<file path="config.mk">
export PLATFORM = sky130hd
export DESIGN_NAME = line_refill_ctrl
export DESIGN_NICKNAME = d
export VERILOG_FILES = /design/src/rtl/line_refill_pkg.sv /design/src/rtl/lr_issue.sv /design/src/rtl/lr_track.sv /design/src/rtl/line_refill_ctrl.sv
export SDC_FILE = /design/constraint.sdc
export NUM_CORES = 1
export LEC_CHECK = 0
export BUFFER_PORTS_ARGS = -buffer_cell sky130_fd_sc_hd__buf_2
export CORE_AREA = 2 2 161 163
export CTS_CLUSTER_SIZE = 8
export DETAILED_ROUTE_END_ITERATION = 10
export DIE_AREA = 0 0 163 165
export HOLD_SLACK_MARGIN = 0.12
export PLACE_DENSITY = 0.62
export RECOVER_POWER = 100
export SETUP_SLACK_MARGIN = 0.1
export SYNTH_ARGS = -nofsm -noshare
export SYNTH_HDL_FRONTEND = slang
export SYNTH_SLANG_ARGS = --single-unit
</file>
<file path="constraint.sdc">
create_clock -name clk_i -period 1.7 [get_ports clk_i]
set_input_delay 0.17 -clock clk_i [delete_from_list [all_inputs] [get_ports clk_i]]
set_output_delay 0.17 -clock clk_i [all_outputs]
set_load 0.005 [all_outputs]
</file>
<file path="src/rtl/line_refill_pkg.sv">
package line_refill_pkg;
  localparam int RF_DATA_W = 64;
  localparam int RF_BYTES  = RF_DATA_W / 8;

  typedef enum logic {
    RF_IDLE = 1'b0,
    RF_BUSY = 1'b1
  } rf_state_e;
endpackage

</file>
<file path="src/rtl/lr_issue.sv">
// Bus address sequencer: wraps rows from the start row, drops strobe after ROWS accepts.
module lr_issue #(
  parameter int ROWS = 8,
  localparam int ROW_W = $clog2(ROWS),
  localparam int CNT_W = ROW_W + 1
) (
  input  logic             clk_i,
  input  logic             rst_ni,
  input  logic             start_i,
  input  logic [ROW_W-1:0] start_row_i,
  input  logic             stall_i,
  output logic             stb_o,
  output logic [ROW_W-1:0] row_o
);
  logic             stb_q;
  logic [ROW_W-1:0] row_q;
  logic [CNT_W-1:0] sent_q;

  always_ff @(posedge clk_i or negedge rst_ni) begin
    if (!rst_ni) begin
      stb_q  <= 1'b0;
      row_q  <= '0;
      sent_q <= '0;
    end else if (start_i) begin
      stb_q  <= 1'b1;
      row_q  <= start_row_i;
      sent_q <= '0;
    end else if (stb_q && !stall_i) begin
      row_q  <= row_q + 1'b1;
      sent_q <= sent_q + 1'b1;
      if (sent_q == CNT_W'(ROWS - 1)) stb_q <= 1'b0;
    end
  end

  assign stb_o = stb_q;
  assign row_o = row_q;
endmodule

</file>
<file path="src/rtl/lr_track.sv">
// Acknowledge tracker: row of each returning word, per-row valid map, first/last detect.
module lr_track #(
  parameter int ROWS = 8,
  localparam int ROW_W = $clog2(ROWS)
) (
  input  logic             clk_i,
  input  logic             rst_ni,
  input  logic             start_i,
  input  logic [ROW_W-1:0] start_row_i,
  input  logic             ack_i,
  output logic [ROW_W-1:0] ack_row_o,
  output logic             first_o,
  output logic             last_o,
  output logic [ROWS-1:0]  vld_o
);
  logic [ROW_W-1:0] start_q;
  logic [ROW_W-1:0] ack_row_q;
  logic [ROWS-1:0]  vld_q;

  always_ff @(posedge clk_i or negedge rst_ni) begin
    if (!rst_ni) begin
      start_q   <= '0;
      ack_row_q <= '0;
    end else if (start_i) begin
      start_q   <= start_row_i;
      ack_row_q <= start_row_i;
    end else if (ack_i) begin
      ack_row_q <= ack_row_q + 1'b1;
    end
  end

  for (genvar r = 0; r < ROWS; r++) begin : g_vld
    always_ff @(posedge clk_i or negedge rst_ni) begin
      if (!rst_ni)                                  vld_q[r] <= 1'b0;
      else if (start_i)                             vld_q[r] <= 1'b0;
      else if (ack_i && ack_row_q == ROW_W'(r))     vld_q[r] <= 1'b1;
    end
  end

  assign ack_row_o = ack_row_q;
  assign first_o   = ack_i && (ack_row_q == start_q);
  assign last_o    = ack_i && (ack_row_q == ROW_W'(start_q - 1'b1));
  assign vld_o     = vld_q;
endmodule

</file>
<file path="src/rtl/line_refill_ctrl.sv">
module line_refill_ctrl
  import line_refill_pkg::*;
#(
  parameter int ADDR_W = 32,
  parameter int ROWS   = 8,
  parameter int SETS   = 64,
  parameter int WAYS   = 4,
  localparam int OFF_W  = $clog2(RF_BYTES),
  localparam int ROW_W  = $clog2(ROWS),
  localparam int IDX_W  = $clog2(SETS),
  localparam int WAY_W  = $clog2(WAYS),
  localparam int WADR_W = ADDR_W - OFF_W,
  localparam int LINE_W = WADR_W - ROW_W,
  localparam int TAG_W  = LINE_W - IDX_W
) (
  input  logic                 clk_i,
  input  logic                 rst_ni,
  input  logic                 req_valid_i,
  input  logic [WADR_W-1:0]    req_wadr_i,
  input  logic [WAY_W-1:0]     req_way_i,
  input  logic                 req_zero_i,
  input  logic                 req_hit_i,
  output logic                 idle_o,
  input  logic [WADR_W-1:0]    probe_wadr_i,
  output logic                 probe_hit_o,
  output logic                 wb_cyc_o,
  output logic                 wb_stb_o,
  output logic                 wb_we_o,
  output logic [ADDR_W-1:0]    wb_adr_o,
  output logic [RF_BYTES-1:0]  wb_sel_o,
  output logic [RF_DATA_W-1:0] wb_dat_o,
  input  logic [RF_DATA_W-1:0] wb_dat_i,
  input  logic                 wb_ack_i,
  input  logic                 wb_stall_i,
  output logic                 arr_we_o,
  output logic [WAY_W-1:0]     arr_way_o,
  output logic [IDX_W-1:0]     arr_idx_o,
  output logic [ROW_W-1:0]     arr_row_o,
  output logic [RF_DATA_W-1:0] arr_dat_o,
  output logic                 tag_we_o,
  output logic [WAY_W-1:0]     tag_way_o,
  output logic [IDX_W-1:0]     tag_idx_o,
  output logic [TAG_W-1:0]     tag_val_o,
  output logic                 done_o,
  output logic [RF_DATA_W-1:0] done_dat_o
);
  rf_state_e              state_q;
  logic                   zero_q;
  logic [WAY_W-1:0]       way_q;
  logic [LINE_W-1:0]      line_q;
  logic                   tag_we_q;
  logic                   done_q;
  logic [RF_DATA_W-1:0]   done_dat_q;

  logic                   busy;
  logic                   accept;
  logic                   ack;
  logic                   stb;
  logic [ROW_W-1:0]       iss_row;
  logic [ROW_W-1:0]       ack_row;
  logic                   first_ack;
  logic                   last_ack;
  logic [ROWS-1:0]        row_vld;
  logic [RF_DATA_W-1:0]   fill_dat;

  assign busy     = (state_q == RF_BUSY);
  assign accept   = req_valid_i && !busy;
  assign ack      = busy && wb_ack_i;
  assign fill_dat = zero_q ? '0 : wb_dat_i;

  lr_issue #(.ROWS(ROWS)) u_issue (
    .clk_i       (clk_i),
    .rst_ni      (rst_ni),
    .start_i     (accept),
    .start_row_i (req_wadr_i[ROW_W-1:0]),
    .stall_i     (wb_stall_i),
    .stb_o       (stb),
    .row_o       (iss_row)
  );

  lr_track #(.ROWS(ROWS)) u_track (
    .clk_i       (clk_i),
    .rst_ni      (rst_ni),
    .start_i     (accept),
    .start_row_i (req_wadr_i[ROW_W-1:0]),
    .ack_i       (ack),
    .ack_row_o   (ack_row),
    .first_o     (first_ack),
    .last_o      (last_ack),
    .vld_o       (row_vld)
  );

  always_ff @(posedge clk_i or negedge rst_ni) begin
    if (!rst_ni) begin
      state_q    <= RF_IDLE;
      zero_q     <= 1'b0;
      way_q      <= '0;
      line_q     <= '0;
      tag_we_q   <= 1'b0;
      done_q     <= 1'b0;
      done_dat_q <= '0;
    end else begin
      tag_we_q <= accept && !(req_zero_i && req_hit_i);
      done_q   <= first_ack;
      if (first_ack) done_dat_q <= fill_dat;
      if (accept) begin
        state_q <= RF_BUSY;
        zero_q  <= req_zero_i;
        way_q   <= req_way_i;
        line_q  <= req_wadr_i[WADR_W-1:ROW_W];
      end else if (last_ack) begin
        state_q <= RF_IDLE;
      end
    end
  end

  // probe: newer load to the refilling line hits once its row has landed
  assign probe_hit_o = busy && (probe_wadr_i[WADR_W-1:ROW_W] == line_q)
                       && row_vld[probe_wadr_i[ROW_W-1:0]];

  assign idle_o   = !busy;
  assign wb_cyc_o = busy;
  assign wb_stb_o = stb;
  assign wb_we_o  = busy && zero_q;
  assign wb_adr_o = {line_q, iss_row, {OFF_W{1'b0}}};
  assign wb_sel_o = '1;
  assign wb_dat_o = '0;

  assign arr_we_o  = ack;
  assign arr_way_o = way_q;
  assign arr_idx_o = line_q[IDX_W-1:0];
  assign arr_row_o = ack_row;
  assign arr_dat_o = fill_dat;

  assign tag_we_o  = tag_we_q;
  assign tag_way_o = way_q;
  assign tag_idx_o = line_q[IDX_W-1:0];
  assign tag_val_o = line_q[LINE_W-1:IDX_W];

  assign done_o     = done_q;
  assign done_dat_o = done_dat_q;
endmodule

</file>
* Word level (Yosys, flattened, before mapping)
Index checks and enable logic that the tools add are counted.
Operators by class: $add $sub $neg 4, $lt $le $gt $ge 1, mux-type cells 30, equality and inequality tests 11, reductions and logical operators 35
Operators by type and width (number):
- $mux 64 | 1
- $eq 26x26->1 | 1
- $reduce_bool 2->1 | 12
- $mux 1 | 22
- $logic_and 1x1->1 | 18
- $eq 3x3->1 const B | 4
- $mux 3 | 4
- $mux 4 | 2
- $add 3x1->3 const B | 2
- $eq 3x2->1 const B | 2
- $eq 3x3->1 | 2
- $add 4x1->4 const B | 1
- $eq 4x3->1 const B | 1
- $lt 3x4->1 const B | 1
- $bmux 1 s3 | 1
- $eq 3x1->1 const B | 1
- $logic_not 1->1 | 3
- $logic_not 3->1 | 1
- $sub 3x1->3 const B | 1
- $reduce_and 2->1 | 1
Word-level totals: logic and storage cells 101, flip-flop bits (word level) 118, output and inout bits 279, input bits 131

* Depth between registers and ports, before layout
Gate-level depths: netlist of run 1.
depth after elaboration 5, mapped depth 6, gate-level depth less buffers 4

* Cells and area by module
From an unflattened synthesis of run 1, not the netlist that was laid out.
Unflattened totals: cells, all modules 533, area, all modules 6449.9 um^2
By module, submodules not included:
- line_refill_ctrl | area each 5296.3 um^2, instances 1, seq. area each 2402.3 um^2, cells an instance 427
- lr_track | area each 744.5 um^2, instances 1, seq. area each 350.3 um^2, cells an instance 69
- lr_issue | area each 409.1 um^2, instances 1, seq. area each 200.2 um^2, cells an instance 37

* Worst setup path before layout of run 1
Ideal clock, no wire load.
path type register -> register, from register u_track.ack_row_q[2] (netlist: u_track.ack_row_o[2]), to register done_dat_q[23] (netlist: done_dat_o[23]), data required time 1.575 ns, arrival 1.791 ns, period minus slack after synthesis 1.916 ns, path buffers 3, setup time 0.125 ns, path slack -0.216 ns, stages on the path, launching flop included 7, cell sequence dfrtp_1 buf_6 xor2_1 or4_4 buf_6 buf_6 mux2_4
On the way: word-level cells in the longest chain between the ends 2
Ends and longest elaborated chain:
- start: declaration | line lr_track.sv:17 | logic [ROW_W-1:0] ack_row_q;
- start signal: assignment | line lr_track.sv:26 | ack_row_q <= start_row_i;
- start signal: assignment | line lr_track.sv:28 | ack_row_q <= ack_row_q + 1'b1;
- $eq 3x3->1 | line lr_track.sv:41 | assign first_o = ack_i && (ack_row_q == start_q);
- $logic_and 1x1->1 | line lr_track.sv:41
- end signal: assignment | line line_refill_ctrl.sv:105 | if (first_ack) done_dat_q <= fill_dat;
- end: declaration | line line_refill_ctrl.sv:53 | logic [RF_DATA_W-1:0] done_dat_q;
No other way between the ends. A chain may end at the register's enable or synchronous reset.

* Worst setup path after layout of run 1
from register line_q[11], to output probe_hit_o
On the way: word-level cells in the longest chain between the ends 3
Ends and longest elaborated chain:
- start: declaration | line line_refill_ctrl.sv:50 | logic [LINE_W-1:0] line_q;
- start signal: assignment | line line_refill_ctrl.sv:110 | line_q <= req_wadr_i[WADR_W-1:ROW_W];
- $eq 26x26->1 | line line_refill_ctrl.sv:118 | assign probe_hit_o = busy && (probe_wadr_i[WADR_W-1:ROW_W] == line_q)
- $logic_and 1x1->1 | line line_refill_ctrl.sv:118
- $logic_and 1x1->1 | line line_refill_ctrl.sv:119 | && row_vld[probe_wadr_i[ROW_W-1:0]];
- end: declaration | line line_refill_ctrl.sv:25 | output logic probe_hit_o,
No other way between the ends.

==> impl_results.rst, run 1 <==
.. list-table::
   :header-rows: 1

   * - Metric
     - Value
   * - Setup violations, final
     - 71
   * - Total buffers and inverters traversed by the critical path
     - 2
   * - Number of standard cells after synthesis
     - 582
   * - Hold path startpoint
     - wb_dat_i[0]
   * - Share of Yosys cell area claimed by the top area cell type
     - 0.4604
   * - Main synth FF type
     - sky130_fd_sc_hd__dfrtp_1
   * - Count leader, synth
     - sky130_fd_sc_hd__dfrtp_1
   * - Worst r2r dst
     - done_dat_o[42]
   * - Class of the tightest hold or removal check
     - in -> reg
   * - Global route total overflow
     - 0
   * - Total track usage
     - 0.1631
   * - Cell Pwr Density
     - 1787 nW/um^2
   * - Initial antenna violation count
     - 4
   * - Number of global-route vias before repair
     - 5,416
   * - DRC viols
     - 0
   * - Tightest Pin Transition
     - 1384 ps
   * - Post-detailed-route via-to-cell ratio
     - 4.143
   * - Mux share of post-synthesis cell area
     - 0.1528
   * - Leading area contributor after synthesis
     - sky130_fd_sc_hd__dfrtp_1
   * - Global-route wire length before repair
     - 32,610 um
   * - CTS sink cnt
     - 118
   * - Floorplan core area
     - 25,040 um^2
   * - Clock-pin slew on the worst setup and hold paths
     - 60 ps
   * - Largest net degree at the start of global routing
     - 53
   * - Die height
     - 165 um
   * - Share of post-route cells with drive strength above 1
     - 0.5400
   * - Clock period minus worst slack
     - 2053 ps
   * - Simple-gate portion of the synthesized area
     - 0.1414
   * - Via total after detailed routing
     - 5,581
   * - Input/output buffers
     - 334
   * - Top post-synthesis cells by area
     - sky130_fd_sc_hd__dfrtp_1, sky130_fd_sc_hd__buf_4, sky130_fd_sc_hd__mux2_4
   * - DP Cell Count
     - 1,220
   * - Setup repair after global routing missed its margin
     - yes
   * - CTS tree
     - yes
   * - Hold WS
     - 133.5 ps
   * - FF-to-FF path depth
     - 6
   * - Proportion of synthesized chip area in sequential cells
     - 0.4604
   * - Maximum clock skew at final layout
     - 11.66 ps
   * - Hold Path Sink
     - done_dat_o[0]
   * - Max-slew headroom at the worst pin
     - 0.07761
   * - Initial Util
     - 0.2562
   * - Clock latency at the later pin of the worst-skew pair
     - 410 ps
   * - Number of design-rule violations left by the first detailed-router iteration
     - 290
   * - H-tree levels
     - 4
   * - Ordered list of cells on the worst path
     - xor2_2, nor4_2, buf_4, nand4_1, nor3_2, buf_2
   * - Post-placement worst setup slack
     - -94.91 ps
   * - Top cell types by occurrence after synthesis
     - sky130_fd_sc_hd__dfrtp_1, sky130_fd_sc_hd__buf_4, sky130_fd_sc_hd__nand2_1, sky130_fd_sc_hd__nor2b_1, sky130_fd_sc_hd__mux2_4
   * - Non-filler cells in the finished layout
     - 1,347
   * - Critical-path cell with the highest stage delay
     - sky130_fd_sc_hd__dfrtp_1
   * - Routed Wire Length
     - 23,540 um
   * - Leakage power total
     - 0.005771 uW
   * - Yosys Warn Count
     - 0
   * - Core Rows
     - 58
   * - Share of the synthesized netlist area taken by xor and xnor gates
     - 0.05053
   * - Worst Path Arrival
     - 1880 ps
   * - Net total in the final layout
     - 1,140
   * - Number of pins with negative max-slew slack in the final report
     - 0
   * - Critical path launch point type
     - register
   * - EDFF count, synth
     - 0
   * - Clock root buffer
     - sky130_fd_sc_hd__clkbuf_16
   * - Cell family with the largest share of critical-path delay
     - simple AND/OR/NAND/NOR gates
   * - Growth of design area from synthesis to finish
     - 64.22%
   * - Number of placed I/O pins
     - 410
   * - Setup TNS
     - -12,050 ps
   * - Maximum VDD drop
     - 0.8022 mV
   * - Share of the clock period used by the worst path
     - 1.208
   * - Die W
     - 163 um
   * - Synth Cell Area
     - 6414 um^2
   * - Post-synthesis cell type count
     - 32
   * - Post-DRT Antenna Nets
     - 0
   * - Synth Area in Adders
     - 0.01756
   * - F_max
     - 487.0 MHz
   * - Async set-reset flop share out of synthesis
     - 1.000
   * - Result of the run
     - finished, violations left
   * - Dominant combinational cell family by area after synthesis
     - buffers and inverters
   * - Maximum clock path buffer count
     - 2
   * - Flop and latch count out of synthesis
     - 118
   * - Post-synthesis compound-gate area fraction
     - 0.02087
   * - Average cell area after synthesis
     - 11.02 um^2
   * - Worst-case setup margin in the final layout
     - -353.3 ps
   * - RD Place Congestion
     - 0.8441
   * - Count of endpoints failing hold in the final timing report
     - 0
   * - Required time reported for the critical path endpoint
     - 1530 ps
   * - Number of iterations in the first detailed-routing pass
     - 4
   * - Die outline area
     - 26,900 um^2
   * - Largest stage delay on the critical path
     - 410 ps
   * - Number of cells traversed by the worst hold path
     - 3
   * - CP Capture Type
     - output pin
   * - Worst reg2reg path startpoint
     - u_track.start_q[1]
   * - TritonCTS buffer count
     - 17
   * - Placed cell area
     - 8179 um^2
   * - Number of max-cap violations
     - 0
   * - Reg-to-reg slack, setup
     - -280 ps
   * - Setup Crit Path Kind
     - reg -> out
   * - Post-DP HPWL
     - 16,040 um
   * - Maximum fanout along the worst path
     - 2
   * - Wire length per cell
     - 17.48 um
   * - Post-Layout Inst Area
     - 10,530 um^2
   * - Violations in the final reports
     - negative setup slack
area by class of cell:
type / instances / area [um^2]
Antenna cell: 4 / 10.01
Timing Repair Buffer: 460 / 3263
Inverter: 8 / 30.03
Fill cell: 2337 / 14500
Multi-Input combinational cell: 395 / 3282
Tap cell: 330 / 412.9
Clock inverter: 14 / 140.1
Clock buffer: 18 / 439.2
Sequential cell: 118 / 2955
sequential cells by signal, summed over array words and instances (netlist names):
register           cells
done_dat_o            64
line_q                26
u_track.vld_o          8
u_issue.sent_q         4
u_issue.row_o          3
u_track.ack_row_o      3
u_track.start_q        3
arr_way_o              2
done_o                 1
tag_we_o               1
u_issue.stb_o          1
wb_cyc_o               1
zero_q                 1
metal layers:
layer  routed length, um  track usage
met4                 782      0.07603
met5                   0            0
met3                1816      0.04470
met2               12480       0.2993
met1                8459       0.1734
power breakdown:
group	switching [uW]	internal [uW]	total, uW
logic	4390	5720	10100
registers	1010	4110	5120
clock network	1500	2090	3590
total	6900	11900	18800
logic make-up (layout without fill, tap and decap cells):
kind of cell / count (synthesis) / after routing
and+or+nand+nor: 187 / 187
buffers and inverters: 142 / 500
DFF: 118 / 118
muxes: 69 / 69
xor gates and xnor gates: 37 / 37
AOI/OAI and AO/OA: 18 / 18
adders and majority gates: 9 / 9
other: 2 / 79
worst max-delay path by stage:
stage	start	end	slack (ps)	depth (start not counted)
floorplan	u_track.ack_row_o[2]	done_dat_o[23]	-120	6
CTS	line_q[23]	probe_hit_o	-410	6
finish	line_q[11]	probe_hit_o	-350	6
global route	line_q[11]	probe_hit_o	-450	6
detailed placement	u_track.start_q[1]	done_dat_o[29]	-90	4
global placement	u_track.start_q[1]	done_dat_o[32]	-100	4
metrics by stage:
stage	power, uW	util
5_1_grt	19910	0.4206
4_1_cts	18220	0.4046
3_3_place_gp	12200	0.3267
3_5_place_dp	12350	0.3267
6_report	18820	0.4207
2_1_floorplan	9435	-
worst register-to-register path: stages (launching register included):
cell,delay (ps)
sky130_fd_sc_hd__dfrtp_1,380
sky130_fd_sc_hd__xor2_1,170
sky130_fd_sc_hd__or4_4,590
sky130_fd_sc_hd__buf_12,190
sky130_fd_sc_hd__buf_6,120
sky130_fd_sc_hd__buf_12,130
sky130_fd_sc_hd__mux2_4,290
repair_timing:
item / CTS / global route
pin swaps: 4 / 2
gates resized for setup: 138 / 52
gates cloned: 13 / 4
setup buffers: 15 / 27
setup endpoints to repair: 95 / 130
hold endpoints to repair: 159 / 0
hold buffers: 37 / 0
placed cells by master, fill, tap and decap left out, types with 2 or more instances in the layout:
master,count
sky130_fd_sc_hd__clkbuf_1,52
sky130_fd_sc_hd__clkbuf_16,20
sky130_fd_sc_hd__nor4_1,3
sky130_fd_sc_hd__dfrtp_2,2
sky130_fd_sc_hd__nor4_2,3
sky130_fd_sc_hd__mux2i_1,3
sky130_fd_sc_hd__buf_6,22
sky130_fd_sc_hd__buf_16,10
sky130_fd_sc_hd__xnor2_1,4
sky130_fd_sc_hd__xor2_1,30
sky130_fd_sc_hd__a22o_1,5
sky130_fd_sc_hd__dfrtp_1,116
sky130_fd_sc_hd__nand2_1,98
sky130_fd_sc_hd__xor2_2,3
sky130_fd_sc_hd__ha_1,9
sky130_fd_sc_hd__clkinv_4,3
sky130_fd_sc_hd__a32o_1,3
sky130_fd_sc_hd__mux4_2,2
sky130_fd_sc_hd__conb_1,75
sky130_fd_sc_hd__o21ai_0,4
sky130_fd_sc_hd__inv_1,7
sky130_fd_sc_hd__a21oi_1,3
sky130_fd_sc_hd__buf_4,53
sky130_fd_sc_hd__buf_2,262
sky130_fd_sc_hd__buf_12,17
sky130_fd_sc_hd__mux2_4,50
sky130_fd_sc_hd__buf_8,3
sky130_fd_sc_hd__inv_6,7
sky130_fd_sc_hd__nor2b_4,65
sky130_fd_sc_hd__diode_2,4
sky130_fd_sc_hd__nand4_1,2
sky130_fd_sc_hd__mux2_2,14
sky130_fd_sc_hd__nand3_1,2
sky130_fd_sc_hd__clkinvlp_4,3
sky130_fd_sc_hd__dlygate4sd3_1,37
sky130_fd_sc_hd__nor2_1,7
No activity file was read; power rests on OpenSTA's default activity.
==> inputs of run 2 (changes only) <==
==> constraint.sdc (replaced) <==
create_clock -name clk_i -period 1.84 [get_ports clk_i]
set_input_delay 0.184 -clock clk_i [delete_from_list [all_inputs] [get_ports clk_i]]
set_output_delay 0.184 -clock clk_i [all_outputs]
set_load 0.005 [all_outputs]
==> impl_results.rst, run 2 (synthesized netlist as in run 1, its figures left out) <==
.. list-table::
   :header-rows: 1

   * - Metric
     - Value
   * - RD Place Congestion
     - 0.8000 (-5.2%)
   * - Post-DRT Antenna Nets
     - 0 (unchanged)
   * - Leakage power total
     - 0.004982 uW (-14%)
   * - Share of post-route cells with drive strength above 1
     - 0.4395 (-0.1005)
   * - CTS tree
     - yes
   * - Setup Crit Path Kind
     - reg -> out
   * - Core Rows
     - 58 (unchanged)
   * - Initial Util
     - 0.2562 (unchanged)
   * - Maximum fanout along the worst path
     - 2 (unchanged)
   * - Critical path launch point type
     - register
   * - Flip-flop count of the largest register after layout
     - 64 (unchanged)
   * - Post-DP HPWL
     - 15,880 um (-1.0%)
   * - H-tree levels
     - 4 (unchanged)
   * - Count of endpoints failing hold in the final timing report
     - 0 (unchanged)
   * - Area taken by flip-flops and latches
     - 2958 um^2 (about the same)
   * - Die W
     - 163 um (unchanged)
   * - Number of iterations in the first detailed-routing pass
     - 4 (unchanged)
   * - Via total after detailed routing
     - 5,241 (-6.1%)
   * - Routed Wire Length
     - 20,670 um (-12%)
   * - Required time reported for the critical path endpoint
     - 1660 ps (+130 ps)
   * - Post-detailed-route via-to-cell ratio
     - 4.022 (-2.9%)
   * - Most frequent standard cell in the layout excluding fill and tap cells
     - sky130_fd_sc_hd__buf_2
   * - Clock period minus worst slack
     - 2112 ps
   * - Initial antenna violation count
     - 7 (+3)
   * - Maximum VDD drop
     - 0.7687 mV (-4.2%)
   * - Die outline area
     - 26,900 um^2 (unchanged)
   * - Count of fill cells added during filler insertion
     - 2,556 (+9.4%)
   * - Cell Pwr Density
     - 1610 nW/um^2 (-9.9%)
   * - Floorplan core area
     - 25,040 um^2 (unchanged)
   * - CP Capture Type
     - output pin
   * - Net total in the final layout
     - 1,094 (-4.0%)
   * - Clock latency at the later pin of the worst-skew pair
     - 410 ps (about the same)
   * - Setup repair after global routing missed its margin
     - yes
   * - Number of placed I/O pins
     - 410 (unchanged)
   * - Die height
     - 165 um (unchanged)
   * - Tightest Pin Transition
     - 856.6 ps (-527.0 ps)
   * - Clock root buffer
     - sky130_fd_sc_hd__clkbuf_16
   * - Class of the tightest hold or removal check
     - in -> reg
   * - Highest-count cells in the layout ignoring fill and taps
     - sky130_fd_sc_hd__buf_2, sky130_fd_sc_hd__dfrtp_1, sky130_fd_sc_hd__nand2_1
   * - Growth of design area from synthesis to finish
     - 43.97%
   * - Wire length per cell
     - 15.86 um (-9.2%)
   * - Global route total overflow
     - 0 (unchanged)
   * - Area of combinational cells with multiple inputs
     - 2820 um^2 (-14%)
   * - Worst Path Arrival
     - 1930 ps (+50 ps)
   * - Hold WS
     - 173.3 ps (+39.75 ps)
   * - Number of max-cap violations
     - 0 (unchanged)
   * - Setup violations, final
     - 55 (-23%)
   * - Violations in the final reports
     - negative setup slack
   * - Maximum clock path buffer count
     - 2 (unchanged)
   * - TritonCTS buffer count
     - 17 (unchanged)
   * - Maximum clock skew at final layout
     - 18.08 ps (+6.428 ps)
   * - Largest net degree at the start of global routing
     - 67 (+26%)
   * - CTS sink cnt
     - 118 (unchanged)
   * - F_max
     - 473.4 MHz
   * - Setup TNS
     - -1713 ps (+10,340 ps)
   * - Number of pins with negative max-slew slack in the final report
     - 0 (unchanged)
   * - Input/output buffers
     - 334 (unchanged)
   * - Total track usage
     - 0.1469 (-0.01617)
   * - Max-slew headroom at the worst pin
     - 0.4290 (+0.3513)
   * - Number of global-route vias before repair
     - 5,013 (-7.4%)
   * - Share of the clock period used by the worst path
     - 1.148
   * - Global-route wire length before repair
     - 29,350 um (-10%)
   * - Worst-case setup margin in the final layout
     - -272.5 ps (+80.83 ps)
   * - Reg-to-reg slack, setup
     - -60 ps (+220 ps)
   * - Post-placement worst setup slack
     - -7.768 ps (+87.14 ps)
   * - DRC viols
     - 0 (unchanged)
   * - Clock-pin slew on the worst setup and hold paths
     - 60 ps (about the same)
   * - Result of the run
     - finished, violations left
   * - Number of design-rule violations left by the first detailed-router iteration
     - 210 (-28%)
run 2: what timing repair did:
item,in CTS,in global routing
hold buffers,35,0
cloned,5,3
endpoints found under the setup margin,38,71
gates resized for setup,18,19
buffers inserted,9,5
pin swaps,7,9
endpoints found under the hold margin,70,0
run 2: path summary, 6_finish.rpt:
path,to,cells after the start,from
setup / recovery,probe_hit_o,5,line_q[22]
min in group asynchronous,done_dat_o[32],2,rst_ni
setup reg to reg,line_q[25],5,wb_cyc_o
hold / removal,done_dat_o[55],3,wb_dat_i[55]
hold reg to reg,u_track.vld_o[5],1,u_track.vld_o[5]
max in group asynchronous,line_q[4],3,rst_ni
run 2: critical path, stage by stage (launching register included):
cell,delay (ps)
sky130_fd_sc_hd__dfrtp_1,400
sky130_fd_sc_hd__xor2_1,160
sky130_fd_sc_hd__nor4_2,390
sky130_fd_sc_hd__nand4_1,220
sky130_fd_sc_hd__nor3_2,220
sky130_fd_sc_hd__buf_2,140
run 2: final cells by class:
type	instances	area share
antenna	6	0.001626
sequential	118	0.3203
multi-input combinational	395	0.3054
timing repair buffer	414	0.2617
inverter	8	0.003252
tap	330	0.04472
clock inverter	14	0.01653
clock buffer	18	0.04648
run 2: per-stage QoR:
step / cells / cell area (um^2) / power, uW / utilization
after floorplan: 655 / 6719 / 8718 / -
after global placement: 1211 / 8099 / 11060 / 0.3235
after detailed placement: 1211 / 8099 / 11190 / 0.3235
after CTS: 1292 / 9305 / 15220 / 0.3717
after global routing: 1302 / 9231 / 15910 / 0.3687
final: 1303 / 9234 / 14870 / 0.3688
run 2: where the power goes:
part / switching, uW / total, uW / internal [uW]
clock: 1300 / 3310 / 2010
combinational: 3180 / 6840 / 3660
sequential: 916 / 4710 / 3800
total: 5400 / 14900 / 9470
run 2: metal layers:
| layer | up-vias | track usage | routed length [um] |
|---|---|---|---|
| li1 | 2453 | - | - |
| met1 | 2475 | 0.1593 | 7948 |
| met2 | 281 | 0.2648 | 10530 |
| met3 | 32 | 0.03817 | 1513 |
| met4 | 0 | 0.07401 | 677 |
| met5 | - | 0 | 0 |
